===== config.mk =====
export PLATFORM = sky130hd
export DESIGN_NAME = psw_flag_gen
export DESIGN_NICKNAME = d
export VERILOG_FILES = /design/src/rtl/psw_pkg.sv /design/src/rtl/psw_sign_pick.sv /design/src/rtl/psw_flag_lut.sv /design/src/rtl/psw_store.sv /design/src/rtl/psw_flag_gen.sv
export SDC_FILE = /design/constraint.sdc
export NUM_CORES = 1
export LEC_CHECK = 0
export ABC_CLOCK_PERIOD_IN_PS = 1300
export BUFFER_PORTS_ARGS = -buffer_cell sky130_fd_sc_hd__buf_2
export CAP_MARGIN = 20
export CORE_AREA = 8 8 45 47
export DETAILED_ROUTE_END_ITERATION = 10
export DIE_AREA = 0 0 53 55
export PLACE_DENSITY = 0.78
export SLEW_MARGIN = 20
export SYNTH_ARGS = -nofsm -noshare
export SYNTH_HDL_FRONTEND = slang
export SYNTH_SLANG_ARGS = --single-unit

===== constraint.sdc =====
create_clock -name clk -period 1.3 [get_ports clk]
set_clock_uncertainty 0.05 [all_clocks]
set_input_delay 0 -clock clk [delete_from_list [all_inputs] [get_ports clk]]
set_output_delay 0 -clock clk [all_outputs]
set_load 0.01 [all_outputs]

===== src/rtl/psw_pkg.sv =====
// Package: shared types and constants for the status flag generator.
// Assumes the status word holds exactly four flags in the order {V, N, Z, C}.
package psw_pkg;

    localparam int PSW_W = 4;

    // Flag record; the packed order fixes the bit positions of the status word.
    typedef struct packed {
        logic v;
        logic n;
        logic z;
        logic c;
    } psw_t;

    // Lookups indexed by {src_msb, dst_msb, res_msb}; bit k answers index k.
    localparam logic [7:0] OVF_LUT   = 8'b0100_0010;
    localparam logic [7:0] CARRY_LUT = 8'b1101_0100;

endpackage


===== src/rtl/psw_sign_pick.sv =====
// Module: psw_sign_pick
// Selects the sign bits of source, destination and result for the active
// operand size. It also reports whether the result is zero at that size.
// Assumes DATA_W is a whole multiple of LANE_W; the narrow size is lane 0.
module psw_sign_pick #(
    parameter int DATA_W = 16,
    parameter int LANE_W = 8
) (
    input  logic [DATA_W-1:0] src_i,
    input  logic [DATA_W-1:0] dst_i,
    input  logic [DATA_W-1:0] res_i,
    input  logic              narrow_i,
    output logic [2:0]        sign_o,
    output logic              zero_o
);

    localparam int NUM_LANES = DATA_W / LANE_W;
    localparam int NAR_MSB   = LANE_W - 1;
    localparam int WID_MSB   = DATA_W - 1;

    logic [NUM_LANES-1:0] lane_zero;

    // One zero detector per lane, so the narrow size can reuse lane 0 alone.
    for (genvar g = 0; g < NUM_LANES; g++) begin : g_lane
        assign lane_zero[g] = ~|res_i[g*LANE_W +: LANE_W];
    end

    // Choose the sign bits and the zero result for the active size.
    always_comb begin
        if (narrow_i) begin
            sign_o = {src_i[NAR_MSB], dst_i[NAR_MSB], res_i[NAR_MSB]};
            zero_o = lane_zero[0];
        end else begin
            sign_o = {src_i[WID_MSB], dst_i[WID_MSB], res_i[WID_MSB]};
            zero_o = &lane_zero;
        end
    end

endmodule


===== src/rtl/psw_flag_lut.sv =====
// Module: psw_flag_lut
// Turns the three sign bits into the next flag values. Carry and overflow
// come from the fixed lookups in the package. Negative is the result sign.
// Assumes sign_i is ordered {src, dst, res} from bit 2 down to bit 0.
module psw_flag_lut
    import psw_pkg::*;
(
    input  logic [2:0] sign_i,
    input  logic       zero_i,
    output psw_t       flags_o
);

    // Index the lookups and assemble the candidate flag record.
    always_comb begin
        flags_o.c = CARRY_LUT[sign_i];
        flags_o.v = OVF_LUT[sign_i];
        flags_o.n = sign_i[0];
        flags_o.z = zero_i;
    end

endmodule


===== src/rtl/psw_store.sv =====
// Module: psw_store
// Status word register. N and Z load on every strobe. C and V load only
// when the arithmetic enable is also high.
// Assumes a synchronous, active-low reset that clears every flag.
module psw_store
    import psw_pkg::*;
(
    input  logic clk,
    input  logic rst_n,
    input  logic load_i,
    input  logic arith_i,
    input  psw_t next_i,
    output psw_t psw_o
);

    psw_t psw_q;

    // Hold, partly reload or fully reload the flags on each edge.
    always_ff @(posedge clk) begin
        if (!rst_n) begin
            psw_q <= '0;
        end else if (load_i) begin
            psw_q.n <= next_i.n;
            psw_q.z <= next_i.z;
            if (arith_i) begin
                psw_q.c <= next_i.c;
                psw_q.v <= next_i.v;
            end
        end
    end

    assign psw_o = psw_q;

endmodule


===== src/rtl/psw_flag_gen.sv =====
// Module: psw_flag_gen (top)
// Computes N, Z, C and V for a byte or word add or subtract from the
// operands and the result. The flags are registered under an update strobe.
// Assumes the adder and the instruction decode live outside this block.
module psw_flag_gen
    import psw_pkg::*;
#(
    parameter int DATA_W = 16,
    parameter int LANE_W = 8
) (
    input  logic              clk,
    input  logic              rst_n,
    input  logic [DATA_W-1:0] src_i,
    input  logic [DATA_W-1:0] dst_i,
    input  logic [DATA_W-1:0] res_i,
    input  logic              byte_i,
    input  logic              arith_i,
    input  logic              upd_i,
    output logic [PSW_W-1:0]  psw_o
);

    logic [2:0] sign_w;
    logic       zero_w;
    psw_t       next_w;
    psw_t       psw_w;

    psw_sign_pick #(
        .DATA_W (DATA_W),
        .LANE_W (LANE_W)
    ) u_pick (
        .src_i    (src_i),
        .dst_i    (dst_i),
        .res_i    (res_i),
        .narrow_i (byte_i),
        .sign_o   (sign_w),
        .zero_o   (zero_w)
    );

    psw_flag_lut u_lut (
        .sign_i  (sign_w),
        .zero_i  (zero_w),
        .flags_o (next_w)
    );

    psw_store u_store (
        .clk     (clk),
        .rst_n   (rst_n),
        .load_i  (upd_i),
        .arith_i (arith_i),
        .next_i  (next_w),
        .psw_o   (psw_w)
    );

    // Present the flag record as a plain vector.
    always_comb begin
        psw_o = psw_w;
    end

endmodule


==> results.ini, run 1 <==
[outcome]
status=complete, no violations

[floorplan]
fp.dieW_um=53
num_rows=14
boundaryPins=57
core_area_sq_mm=0.00138
die_y_um=55
start_util=0.209
die_area_sq_mm=0.00292

[worst_setup_path]
end_kind=flip-flop
path_max_fanout=6
cp_slowest_stage_delay_ns=0.52
start_kind=input port
path_cells=dlygate4sd3_1 > buf_2 > nand3_1 > o41ai_2
arrival_ns=1.05
worstSetupPathType=in2reg
worstPathRequired_ns=1.39
crit_slowest_cell=dlygate4sd3_1

[pwr]
irDropWorstVdd_uv=534
total_power_uw=380
powerDensity_mw_per_mm2=808
power.leakage_nw=0.245

[route]
ant_nets=0
via_per_inst=4.57
drc=0
drt-total-wl_um=1030
vias=370
drt-initial-drc-count=4
wl_per_cell_um=12.7
firstDrtPassIters=2

[sta]
fmax_ghz=1.04
fin_crit_sh=0.738
tns_ns=0
maxSlewViolCount=0
period_minus_slack_ns=0.959
rsz0062_at_grt=false
slew_headroom=0.817
worst_slew_pin_slew_ns=0.273
setup_viol=0
finalHoldViolations=0

[clock_tree]
clockBufferDepth=2
clkTransAtPathRegs_ns=0.04
root_buffer=clkbuf_4
cts_setup_buffers=0
post_cts_resized=0
htreeDepth=1
clock-sinks=4
numCtsBuffers=3
cts_tree=done
clock_latency_ns=0.23
hold_buffers=1

[yosys]
synth_edf_count=0
avgSynthCellArea_sq_um=8.50
yosysUniqueCellTypes=22
synth_flop_cell=dfxtp_1
yosysSeqAreaShare=0.277
syn-cell-area_sq_um=289
synth_top_area_frac=0.277
yosys.area.top_type=dfxtp_1
synthArstFlopShare=0
synth_area_leaders=dfxtp_1, nor4_1, o41ai_2, nand2_1, nand3b_1
yosys_warnings=0
synth-seq-cells=4
syn_inst=34
synth_common_cells=dfxtp_1, nand2_1, nor4_1
synth_nets=87

[global_route]
grt_max_degree=10
grt_overflow=0
grt_first_pass_wirelength_um=1630
antenna_found_initial=0
grtUsageTotal=0.0738
grt_pass1_vias=368

[flow_run]
drv_cap=0

[final_layout]
final_cells=81
drive_gt1_frac=0.508
area_growth_pct=62.8
largest_reg_flops=4
antenna_cells=0
fin_nets=120
fillers=153
design_area_sq_um=470

[placement]
dp_cells=77
placed_area_sq_um=438
gp_congestion=0.700
place_hpwl_um=879
io_buffer_count=28

[min_path]
hold_path_class=in2reg

## power breakdown
group          switching (mW)  internal [mW]  leakage, nW
logic                  0.0423         0.0527        0.198
registers             0.00273          0.130       0.0328
clock network          0.0495          0.103       0.0138
## worst paths after layout
kind	start	depth (start not counted)	end	slack [ns]
worst max-delay path	rst_n	4	u_store.psw_o[3]	0.34
worst min-delay path	res_i[2]	4	u_store.psw_o[1]	0.03
worst max register to register	u_store.psw_o[0]	2	u_store.psw_o[0]	0.59
worst min register to register	u_store.psw_o[3]	2	u_store.psw_o[3]	0.43
## per-layer routing
| layer | GRT usage | wire length (um) |
|---|---|---|
| met4 | 0.0388 | 0 |
| met5 | 0 | 0 |
| met2 | 0.107 | 477 |
| met3 | 0.0374 | 118 |
| met1 | 0.0866 | 433 |
## metrics by stage
| step | util | hold WS (ns) | worst slack, ns |
|---|---|---|---|
| after global placement | 0.316 | 0.245 | 0.135 |
| after global routing | 0.340 | 0.0348 | 0.273 |
| after floorplan | - | 0.0812 | 0.222 |
| after CTS | 0.340 | 0.0230 | 0.339 |
| after detailed placement | 0.316 | 0.244 | 0.103 |
| final | 0.340 | 0.0298 | 0.341 |
## worst max-delay path, delay by kind of cell
| family | cells | cell delay [ns] |
|---|---|---|
| buffers and inverters | 2 | 0.68 |
| and+or+nand+nor | 1 | 0.10 |
| AOI/OAI and AO/OA | 1 | 0.27 |
## kinds of logic (layout without fill, tap and decap cells)
| family | Yosys count | after routing | synth area share |
|---|---|---|---|
| buf+inv | 2 | 33 | 0.0519 |
| compound gates | 6 | 6 | 0.190 |
| flops | 4 | 4 | 0.277 |
| mux | 2 | 2 | 0.0736 |
| simple gates | 20 | 20 | 0.407 |
## cells in the final DEF, fill, tap and decap left out, drive strengths merged
master	n
o211a	1
mux2	1
a21oi	1
o21ai	1
o41ai	1
nor3	1
nor4	4
or3b	1
o311a	1
buf	28
nand2	4
clkbuf	3
nand3	2
and3	1
nor2b	2
nand3b	2
nor3b	1
mux2i	1
dfxtp	4
nand4	1
nand2b	1
o32ai	1
dlygate4sd3	1
inv	1
## cell type report
type	instances	area [sq um]	area share
multi-input combinational	28	194	0.412
timing repair buffer	29	150	0.319
sequential	4	80.1	0.170
clock buffer	3	22.5	0.0479
tap	16	20.0	0.0426
inverter	1	3.75	0.00798
No activity file was read; power rests on OpenSTA's default activity.
==> run 2: changes to the inputs <==
ABC_AREA = 1   (was default)
ABC_CLOCK_PERIOD_IN_PS = 800   (was 1300)
CORE_AREA = 8 8 47 49   (was 8 8 45 47)
DIE_AREA = 0 0 55 57   (was 0 0 53 55)
PLACE_DENSITY = 0.75   (was 0.78)
clock period = 0.8 ns   (was 1.3 ns; I/O delays follow)
==> run 2 against run 1 <==
  * Die area up 7.5%
  * Worst hold slack worse by 0.021 ns
  * Sequential share of layout area down 0.27 points
  * Count of clock-buffer cells in the layout unchanged
  * Flip-flop and latch count unchanged
  * Worst setup slack worse by 0.29 ns
  * Clock power up 67%
  * Global-route usage up 0.11 points
  * Cell count up 23%
  * Critical path type is now reg2out
  * Largest cell class unchanged
  * Highest routed layer unchanged
==> results.ini, run 2 <==
[yosys]
synth_top_area_frac=0.277
syn_inst=52
yosys_warnings=0
synth.most_common_cell=nand2_1
yosysUniqueCellTypes=12
synth_common_cells=nand2_1, nor2_1, inv_1, dfxtp_1, o21ai_0
avgSynthCellArea_sq_um=5.56
yosysSeqAreaShare=0.277
synthArstFlopShare=0
synth-seq-cells=4
synth_nets=105
syn-cell-area_sq_um=289
synth_area_leaders=dfxtp_1, nand2_1, nor2_1, inv_1, o21ai_0
yosys.area.top_type=dfxtp_1
synth_flop_cell=dfxtp_1
synth_edf_count=0

[worst_setup_path]
cp_num_buf_inv=1
path_max_fanout=2
crit_slowest_cell=dfxtp_1
worstSetupPathType=reg2out
arrival_ns=0.70
start_kind=flip-flop
path_cells=buf_2
cp_slowest_stage_delay_ns=0.33
path_delay_family=flip-flops
end_kind=output pin
worstPathRequired_ns=0.75

[pwr]
p_int_uw=459
power_frac_comb=0.252
seqPwrFrac=0.344
powerDensity_mw_per_mm2=1320
total_power_uw=632
pwr-share-clk=0.403
power.share.switching=0.273
irDropWorstVdd_uv=287
power.leakage_nw=0.276
switchingPower_uw=172

[global_route]
grt_overflow=0
grt_first_pass_wirelength_um=1730
grtUsageTotal=0.0749
grt_max_degree=6
grtUsageMet1=0.0579
grt.met2_usage=0.139
antenna_found_initial=0
grt_pass1_vias=471
top_usage_layer=met2
grt_use_met3=0.0208

[route]
ant_nets=0
drt-total-wl_um=1050
wl_per_cell_um=10.5
drc=0
firstDrtPassIters=5
drt-initial-drc-count=9
vias=414
via_per_inst=4.14

[clock_tree]
cts_setup_buffers=0
cts_tree=done
clockBufferDepth=2
htreeDepth=1
root_buffer=clkbuf_4
clock-sinks=4
clock_latency_ns=0.23
clkTransAtPathRegs_ns=0.04
numCtsBuffers=3

[sta]
setup_viol=0
worst_slew_pin_slew_ns=0.294
rsz0062_at_grt=false
slew_headroom=0.803
tns_ns=0
finalHoldViolations=0
fmax_ghz=1.33
maxSlewViolCount=0
hold_slack_ns=0.00831
period_minus_slack_ns=0.754
setup_slack_ns=0.0455
fin_crit_sh=0.943

[placement]
dp_cells=97
gp_congestion=0.658
placed_area_sq_um=450
io_buffer_count=28
post-place-ws_ns=-0.0285
place_hpwl_um=934

[final_layout]
area_growth_pct=65.4
final_cells=100
antenna_cells=0
fin_nets=138
final_core_util=0.303
largest_reg_flops=4
final_cell_mix=buf_2, nand2_1, nor2_1
drive_gt1_frac=0.422
design_area_sq_um=478
layout_commonest_cell=buf_2

[floorplan]
die_area_sq_mm=0.00314
boundaryPins=57
fp.dieW_um=55
num_rows=15
start_util=0.183
die_y_um=57
core_area_sq_mm=0.00158

[flow_run]
drv_cap=0

[min_path]
hold_path_class=in2reg

[outcome]
status=complete, no violations

## run 2: cell count changes in the layout (fill, tap and decap cells not counted), sizes merged, moves of 2 or more
| cell | before | now |
|---|---|---|
| nand2 | 4 | 16 |
| nor2b | 2 | 0 |
| a21oi | 1 | 3 |
| nor2 | 0 | 11 |
| nor4 | 4 | 0 |
| o21ai | 1 | 5 |
| inv | 1 | 8 |
## run 2: repair_timing
item / 4_1_cts / 5_1_grt
hold buffers: 1 / 0
resized for setup: 0 / 0
setup endpoints to repair: 0 / 1
hold endpoints to repair: 2 / 0
## run 2: worst paths after layout
| path | cells after the start | startpoint | to | slack (ns) |
|---|---|---|---|---|
| worst max-delay path | 1 | u_store.psw_o[2] | psw_o[2] | 0.05 |
| worst min-delay path | 3 | upd_i | u_store.psw_o[2] | 0.008 |
| worst max register to register | 2 | u_store.psw_o[0] | u_store.psw_o[0] | 0.09 |
| worst min register to register | 2 | u_store.psw_o[1] | u_store.psw_o[1] | 0.43 |
## run 2: layer usage
metal / routed length, um / vias to the layer above
met5: 0 / -
met4: 0 / 0
met3: 102 / 0
met2: 636 / 10
met1: 311 / 179
li1: - / 225
## run 2: cell families (layout without fill, tap and decap cells)
family / after synthesis / after routing / synth area share
flops: 4 / 4 / 0.277
compound gates: 9 / 9 / 0.164
buf+inv: 8 / 39 / 0.104
simple gates: 31 / 31 / 0.455
## run 2: area by class of cell
| cell class | count | area [sq um] |
|---|---|---|
| fill | 185 | 1100 |
| multi-input combinational | 40 | 179 |
| timing repair buffer | 28 | 145 |
| sequential | 4 | 80.1 |
| inverter | 8 | 30.0 |
| clock buffer | 3 | 22.5 |
| tap | 17 | 21.3 |
## run 2: power groups by stage
stage	sequential, mW	combinational (mW)	clock [mW]
after floorplan	0.224	0.0677	0
after global placement	0.219	0.154	0
after detailed placement	0.221	0.160	0
after CTS	0.217	0.164	0.263
after global routing	0.219	0.185	0.273
final	0.217	0.159	0.255
==> run 3: changes to the inputs <==
ABC_CLOCK_PERIOD_IN_PS = 850   (was 800)
CORE_AREA = 8 8 45 47   (was 8 8 47 49)
CTS_CLUSTER_DIAMETER = 30   (was default)
DIE_AREA = 0 0 53 55   (was 0 0 55 57)
PLACE_DENSITY = 0.78   (was 0.75)
clock period = 0.85 ns   (was 0.8 ns; I/O delays follow)
==> run 3 against run 2 <==
  * Combinational power shrank 6%
  * Routed wire length shrank 5.6%
  * Flip-flop and latch count is the same
  * Non-clock buffer count grew 1
  * Core utilization grew 4.5 points
  * Worst setup slack gained 0.031 ns
  * Largest power group unchanged
==> results.ini, run 3 (same netlist as run 2, synthesis figures left out) <==
[floorplan]
core_area_sq_mm=0.00138
die_y_um=55
num_rows=14
boundaryPins=57
start_util=0.209
die_area_sq_mm=0.00292
fp.dieW_um=53

[route]
drc=0
vias=415
wl_per_cell_um=9.92
routedLengthMet1_um=339
drt-total-wl_um=992
firstDrtPassIters=2
routed-wl-met3_um=106
via_per_inst=4.15
top_layer_used=met3
drt-initial-drc-count=14
dr_wl_met2_um=545
ant_nets=0

[final_layout]
largest_reg_flops=4
drive_gt1_frac=0.429
final_cell_mix=buf_2, nand2_1, nor2_1
fin_nets=139
layout_commonest_cell=buf_2
area_growth_pct=66.7
fillers=165
design_area_sq_um=482
antenna_cells=0
final_core_util=0.348
final_cells=100

[worst_setup_path]
crit_slowest_cell=dlygate4sd3_1
path_max_fanout=3
end_kind=flip-flop
start_kind=input port
ff2ff_setup_slack_ns=0.14
arrival_ns=0.86
path_cells=dlygate4sd3_1 > buf_2 > inv_1 > nor2_1 > nand2_1 > inv_1
worstPathRequired_ns=0.93
cp_slowest_stage_delay_ns=0.53
worstSetupPathType=in2reg
critPathMostFrequentCell=inv_1

[clock_tree]
clkTransAtPathRegs_ns=0.04
clock_latency_ns=0.23
cts_setup_buffers=0
cts_tree=done
clock-sinks=4
clockBufferDepth=2
numCtsBuffers=3
root_buffer=clkbuf_4
htreeDepth=1

[placement]
placed_area_sq_um=449
io_buffer_count=28
post-place-ws_ns=0.0471
dp_cells=96
place_hpwl_um=852
gp_congestion=0.830

[global_route]
grt_max_degree=6
grtUsageTotal=0.0776
grt_pass1_vias=442
antenna_found_initial=0
grt_overflow=0
grt_first_pass_wirelength_um=1660

[min_path]
hold_path_class=in2reg

[sta]
finalHoldViolations=0
maxSlewViolCount=0
period_minus_slack_ns=0.774
hold_slack_ns=0.0286
fin_crit_sh=0.910
rsz0062_at_grt=false
fmax_ghz=1.29
worst_slew_pin_slew_ns=0.280
setup_viol=0
setup_slack_ns=0.0762
slew_headroom=0.812
tns_ns=0

[flow_run]
drv_cap=0

[pwr]
power.leakage_nw=0.280
powerDensity_mw_per_mm2=1250
total_power_uw=602
irDropWorstVdd_uv=320

[outcome]
status=complete, no violations

## run 3: cell types whose count changed in the layout (fill, tap and decap cells not counted), sizes merged
| cell | delta |
|---|---|
| buf | +1 |
## run 3: final timing paths
check	from	end	depth (start not counted)
worst max register to register	u_store.psw_o[0]	u_store.psw_o[0]	2
worst max-delay path	rst_n	u_store.psw_o[3]	6
worst min-delay path	upd_i	u_store.psw_o[2]	3
worst min register to register	u_store.psw_o[1]	u_store.psw_o[1]	2
## run 3: critical path, delay by kind of cell
| family | cells | cell delay, ns |
|---|---|---|
| simple gates | 2 | 0.10 |
| buf+inv | 4 | 0.75 |
## run 3: cell type report
class | instances | area, sq um | share of cell area
tap | 16 | 20.0 | 0.0416
sequential | 4 | 80.1 | 0.166
clock buffer | 3 | 22.5 | 0.0468
multi-input combinational | 40 | 179 | 0.371
inverter | 8 | 30.0 | 0.0623
timing repair buffer | 29 | 150 | 0.312
## run 3: repair_timing
item / CTS / global route
setup endpoints to repair: 0 / 0
endpoints found under the hold margin: 3 / 0
gates resized for setup: 0 / 0
hold buffers: 1 / 0
## run 3: power by group
group	total [mW]	switching, mW	internal, mW	leakage, nW
combinational	0.150	0.0737	0.0766	0.234
clock	0.247	0.0881	0.159	0.0138
sequential	0.204	0.00571	0.199	0.0329
total	0.602	0.168	0.434	0.280
## run 3: routing by layer
metal | vias to the layer above | GRT usage
met4 | 0 | 0.0517
met2 | 13 | 0.141
met1 | 176 | 0.0637
met5 | - | 0
met3 | 0 | 0.0428
li1 | 226 | -
